[config.mk]
export PLATFORM = sky130hd
export DESIGN_NAME = irq_prio_router
export DESIGN_NICKNAME = d
export VERILOG_FILES = /design/src/rtl/irq_prio_router.sv
export SDC_FILE = /design/constraint.sdc
export NUM_CORES = 1
export LEC_CHECK = 0
export BUFFER_PORTS_ARGS = -buffer_cell sky130_fd_sc_hd__buf_2
export CORE_ASPECT_RATIO = 1.2
export CORE_MARGIN = 5
export CORE_UTILIZATION = 60
export CTS_BUF_LIST = sky130_fd_sc_hd__clkbuf_8
export CTS_CLUSTER_DIAMETER = 100
export DETAILED_ROUTE_END_ITERATION = 10
export PLACE_DENSITY = 0.77
export SLEW_MARGIN = 5
export SYNTH_ARGS = -nofsm -noshare
export SYNTH_HDL_FRONTEND = slang
export SYNTH_SLANG_ARGS = --single-unit
export TNS_END_PERCENT = 1
[constraint.sdc]
create_clock -name clk -period 2.4 [get_ports clk]
set_clock_uncertainty 0.05 [all_clocks]
set_input_delay 0 -clock clk [delete_from_list [all_inputs] [get_ports clk]]
set_output_delay 0 -clock clk [all_outputs]
set_load 0.01 [all_outputs]
[src/rtl/irq_prio_router.sv]
module irq_prio_router #(
  parameter int NMI_HOLD_CYCLES = 5_000_000,
  parameter int VEC_BASE        = 25,
  localparam int CW             = $clog2(NMI_HOLD_CYCLES + 1)
) (
  input  logic       clk,
  input  logic       rst_n,
  input  logic       src_ctl0,
  input  logic       src_ctl1,
  input  logic       src_net,
  input  logic       src_ser,
  input  logic       nmi_trig,
  input  logic       aux_mode_in,
  output logic [2:0] irq_level,
  output logic [7:0] irq_vector,
  output logic       slot_irq
);

  localparam int NMI_BIT = 6;

  logic [3:0]    src_now, src_prev;
  logic [7:0]    pend_q, pend_d;
  logic          aux_q, nmi_act, slot_q;
  logic [CW-1:0] nmi_cnt;
  logic          nmi_done;
  logic [2:0]    top_idx;
  logic          top_hit;

  assign src_now  = {src_ser, src_net, src_ctl1, src_ctl0};
  assign nmi_done = nmi_act && (nmi_cnt == CW'(NMI_HOLD_CYCLES - 1));

  function automatic logic [2:0] bit_of(input int s, input logic aux);
    case (s)
      0:       return aux ? 3'd0 : 3'd5;
      1:       return 3'd1;
      2:       return 3'd2;
      default: return 3'd3;
    endcase
  endfunction

  always_comb begin
    pend_d = pend_q;
    for (int s = 0; s < 4; s++) begin
      if (src_now[s] != src_prev[s] && !(aux_q && s == 2))
        pend_d[bit_of(s, aux_q)] = src_now[s];
    end
    if (nmi_trig)      pend_d[NMI_BIT] = 1'b1;
    else if (nmi_done) pend_d[NMI_BIT] = 1'b0;
  end

  always_ff @(posedge clk) begin
    if (!rst_n) begin
      pend_q   <= '0;
      src_prev <= '0;
      aux_q    <= 1'b0;
      slot_q   <= 1'b0;
      nmi_act  <= 1'b0;
      nmi_cnt  <= '0;
    end else begin
      pend_q   <= pend_d;
      src_prev <= src_now;
      aux_q    <= aux_mode_in;
      slot_q   <= aux_q & src_net;
      if (nmi_trig) begin
        nmi_act <= 1'b1;
        nmi_cnt <= '0;
      end else if (nmi_done) begin
        nmi_act <= 1'b0;
        nmi_cnt <= '0;
      end else if (nmi_act) begin
        nmi_cnt <= nmi_cnt + 1'b1;
      end
    end
  end

  always_comb begin
    top_idx = '0;
    top_hit = 1'b0;
    for (int i = 0; i < 8; i++) begin
      if (pend_q[i]) begin
        top_idx = 3'(i);
        top_hit = 1'b1;
      end
    end
  end

  assign irq_level  = top_hit ? top_idx + 3'd1 : 3'd0;
  assign irq_vector = top_hit ? 8'(VEC_BASE) + {5'd0, top_idx} : 8'd0;
  assign slot_irq   = slot_q;

  assert_slot_quiet_R3: assert property (@(posedge clk) disable iff (!rst_n)
    !aux_q |=> !slot_irq);
  assert_net_bypass_R3: assert property (@(posedge clk) disable iff (!rst_n)
    aux_q |=> $stable(pend_q[2]));
  assert_vec_tracks_level_R5: assert property (@(posedge clk) disable iff (!rst_n)
    irq_level != 3'd0 |-> irq_vector == 8'(VEC_BASE) + 8'(irq_level) - 8'd1);
  assert_no_top_bit_R5: assert property (@(posedge clk) disable iff (!rst_n)
    !pend_q[7]);
  assert_nmi_held_R7: assert property (@(posedge clk) disable iff (!rst_n)
    nmi_act |-> pend_q[NMI_BIT]);
  assert_nmi_restart_R8: assert property (@(posedge clk) disable iff (!rst_n)
    nmi_trig |=> (nmi_act && nmi_cnt == '0));

endmodule

* After elaboration in Yosys (flattened, before gate mapping)
Cells that the tools add are included.
** Storage, ports and cells
- Register bits :: 38
- Bits of input ports :: 8
- Output and inout port bits :: 12
- Word-level logic and storage cells :: 75
** Operators by class
- Add/sub/neg operators :: 3
- $lt $le $gt $ge :: 8
- Equal/unequal tests :: 5
- Muxes and demuxes :: 42
- Bitwise gates (word level) :: 2
- Reduce and logical (&&, ||, !) cells :: 9
** Operator list (number)
- $mux 3 :: 12
- $bwmux 8 :: 4
- $mux 8 :: 4
- $add 23x1->23 const B :: 1
- $eq 23x23->1 const B :: 1
- $mux 1 :: 17
- $lt 3x4->1 const B :: 4
- $demux 1 s3 :: 4
- $ge 3x1->1 const B :: 4
- $add 5x3->6 const A :: 1
- $logic_and 1x1->1 :: 6
- $mux 6 :: 1
- $ne 1x1->1 :: 4
- $add 3x1->3 const B :: 1
- $reduce_or 3->1 :: 1
- $reduce_bool 2->1 :: 1
- $and 1x1->1 :: 1
- $logic_not 1->1 :: 1
- $not 1->1 :: 1

* Depth between registers and ports, before layout
- Depth after elaboration :: 16
- Mapped depth :: 7
- Gate-level depth less buffers :: 5

* Least setup slack after synthesis
No wires, ideal clock.
- Kind :: register -> register
- From :: reg nmi_cnt[0]
- To :: reg nmi_cnt[22]
- Library setup time :: 125 ps
- Arrival time :: 1879 ps
- Data required time :: 2225 ps
- Path slack :: 346 ps
- Stages on the path, launching flop included :: 8
- Buffers on the path :: 2
- Clock period less this slack :: 2054 ps
- Cells stage by stage :: dfxtp_1 > ha_1 > nand3_1 > or4_1 > buf_2 > o31ai_4 > buf_6 > a21oi_1
** On the way
- Word-level cells in the longest chain between the ends :: 3
- Elaborated cells on any way between the ends :: 4
- Classes of those cells :: add/sub (1); eq/ne (1); reduce/logical (2)
** Ends and longest elaborated chain
- start, declared :: line 24 : logic [CW-1:0] nmi_cnt;
- start signal, assigned :: line 71 : nmi_cnt <= nmi_cnt + 1'b1;
- parallel branches: the longest is 3 deep, another holds $add 23x1->23
Several ways; the timed one is not identified.
A chain may end at the register's enable or synchronous reset.

* Worst setup path after layout
- From :: reg nmi_cnt[0]
- To :: reg nmi_cnt[10]
The elaborated chain is that of the path after synthesis.

==> results_dict.tcl <==
set metrics [dict create \
    status "complete, no violations" \
    worstReg2RegEnd "nmi_cnt[10]$_SDFFE_PP0P_" \
    clkLatencyLatePin_ns 0.29 \
    path_clk_slew_ns 0.07 \
    htreeDepth 2 \
    min_to "pend_q[2]$_SDFFE_PN0P_" \
    path_max_fanout 18 \
    cts_sinks 36 \
    fmax_mhz 458.1 \
    wirelength_um 3860 \
    cts_root_buf "clkbuf_8" \
    hold_violations 0 \
    start_util_pct 63.36 \
    r2r_start "nmi_cnt[0]$_SDFFE_PP0P_" \
    synth_area_leaders "dfxtp_1, nor2_1, xnor2_1" \
    synth.avg_cell_area_sq_um 8.402 \
    ios 20 \
    vias_per_cell 5.886 \
    rsz0062_at_grt "no" \
    die_w_um 59.97 \
    rows 21 \
    setup_violations 0 \
    power.density_nw_per_um2 644.0 \
    setup_tns_ns 0 \
    synthArstFlopShare_pct 0 \
    areaGrowthSynthToFinish_pct 11.27 \
    antenna_found_initial 0 \
    yosys_warnings 0 \
    synth_flop_cell "dfxtp_1" \
    cts_setup_buffers 0 \
    hpwl_um 2775 \
    grt_max_degree 19 \
    port_buffers 16 \
    instances_no_fill 264 \
    ant_nets 0 \
    postCtsHoldBufs 6 \
    holdCritPathClass "in -> reg" \
    grt_usage_pct 20.45 \
    num_antenna_cells 0 \
    drv_cap 0 \
    cts_resized 0 \
    syn_area_sq_um 1798 \
    die-area_sq_um 4196 \
    final_nets 241 \
    r2r_cells 6 \
    cp.required_ns 2.53 \
    gp_congestion 0.8234 \
    tightest_slew_ns 0.6147 \
    drtIter0Drc 60 \
    cts_made_buffers 5 \
    post-route-period-util_pct 90.95 \
    wire_per_inst_um 14.62 \
    peakVddDrop_mv 0.6150 \
    ys_types 39 \
    whs_ns 0.008974 \
    synth_top_area_cell "dfxtp_1" \
    drcViolationCount 0 \
    layout_common_cells "dfxtp_1, nor2_1, buf_2" \
    hold_path.startpoint "rst_n" \
    coreArea_sq_um 2838 \
    arrival_ns 2.31 \
    synth-edff-count 0 \
    slew_viol_final 0 \
    reg2reg_slack_ns 0.22 \
    syn_inst 214 \
    grt_pass1_vias 1536 \
    dpl_worst_slack_ns 0.2413 \
    layout_setup_ws_ns 0.2172 \
    seq_area_frac_synth_pct 40.08 \
    dp_cells 250 \
    final_common_cell "dfxtp_1" \
    synth_seq_cells 36 \
    multi_input_area_sq_um 929.6 \
    end_kind "flop" \
    via_count 1554 \
    timing.final.crit_period_ns 2.183 \
    synth_top_cell_area_share_pct 40.08 \
    first_pass_iters 5 \
    relSlewSlack_pct 58.64 \
    regArea_sq_um 720.7 \
    cts_tree "done" \
    drive_gt1_share_pct 13.04 \
    p_leak_uw 0.0006728 \
    grt_overflow 0 \
    hold_depth 2 \
    clockBufferDepth 2 \
    n_fill_cell 234 \
    startpoint_type "flop" \
    grt_pass1_wl_um 6644 \
    path_class "reg -> reg" \
    fp.dieH_um 69.97 \
]
-- flip-flops by register name (all words and copies together), names as in the netlist --
register and cells:
pend_q 6, aux_q 1, nmi_cnt 23, slot_irq 1, nmi_act 1, src_prev 4
-- synth_stat cells (9+ instances only) --
cell and instances:
nor2_1 21, inv_1 13, xnor2_1 9, a21oi_1 12, nand4_1 11, dfxtp_1 36, nand2_1 13, o21ai_0 9
and2_1 9
-- worst max path at each step --
stage                            startpoint                  endpoint  slack (ns)  cells after the start
floorplan           nmi_cnt[0]$_SDFFE_PP0P_  nmi_cnt[22]$_SDFFE_PP0P_        0.35                      7
global placement    nmi_cnt[0]$_SDFFE_PP0P_  nmi_cnt[17]$_SDFFE_PP0P_        0.36                      6
detailed placement  nmi_cnt[0]$_SDFFE_PP0P_  nmi_cnt[10]$_SDFFE_PP0P_        0.24                      6
CTS                 nmi_cnt[0]$_SDFFE_PP0P_  nmi_cnt[10]$_SDFFE_PP0P_        0.22                      6
global route        nmi_cnt[0]$_SDFFE_PP0P_   nmi_cnt[7]$_SDFFE_PP0P_        0.11                      6
finish              nmi_cnt[0]$_SDFFE_PP0P_  nmi_cnt[10]$_SDFFE_PP0P_        0.22                      6
-- cells by family after synthesis --
family	count (synthesis)	synth area share, %
AO/OA/AOI/OAI	39	14.27
XOR/XNOR	11	5.359
adder cells (fa/ha/maj)	5	3.340
buffers and inverters	30	8.629
flip-flops	36	40.08
multiplexers	1	0.5567
other	1	0.2086
AND/OR/NAND/NOR	91	27.56
-- report_power, final --
part | switching (uW) | total, uW | internal (uW)
logic | 69.2 | 130 | 60.5
clock network | 225 | 532 | 307
registers | 14.5 | 627 | 612
-- metal layers --
layer,part of all wire (%),track usage [%],vias to the layer above
li1,-,-,766
met3,5.1,3.683,10
met4,2.4,12.07,0
met1,41,22.89,730
met2,51,34.62,48
met5,0,0,-
-- critical path, cell delays in order, from the launching register on --
cell and delay [ns]:
dfxtp_1 0.41, ha_1 0.26, nand3_1 0.11, or4_1 0.64, o31ai_4 0.26, buf_4 0.26
nor2_1 0.08
-- metrics by stage --
| stage | cell area [sq um] | utilization, % | total power (uW) |
|---|---|---|---|
| 6_report | 2001 | 70.50 | 1288 |
| 3_5_place_dp | 1829 | 64.46 | 763.5 |
| 2_1_floorplan | 1805 | - | 733.3 |
| 5_1_grt | 2001 | 70.50 | 1342 |
| 4_1_cts | 2001 | 70.50 | 1298 |
| 3_3_place_gp | 1829 | 64.46 | 755.8 |
-- area by class of cell --
class	instances	area share (%)
tap	34	2.126
inverter	13	2.439
multi-input combinational	150	46.47
sequential	36	36.02
clock inverter	3	2.126
clock buffer	5	3.440
timing repair buffer	23	7.380
(Power assumes the default switching activity.)
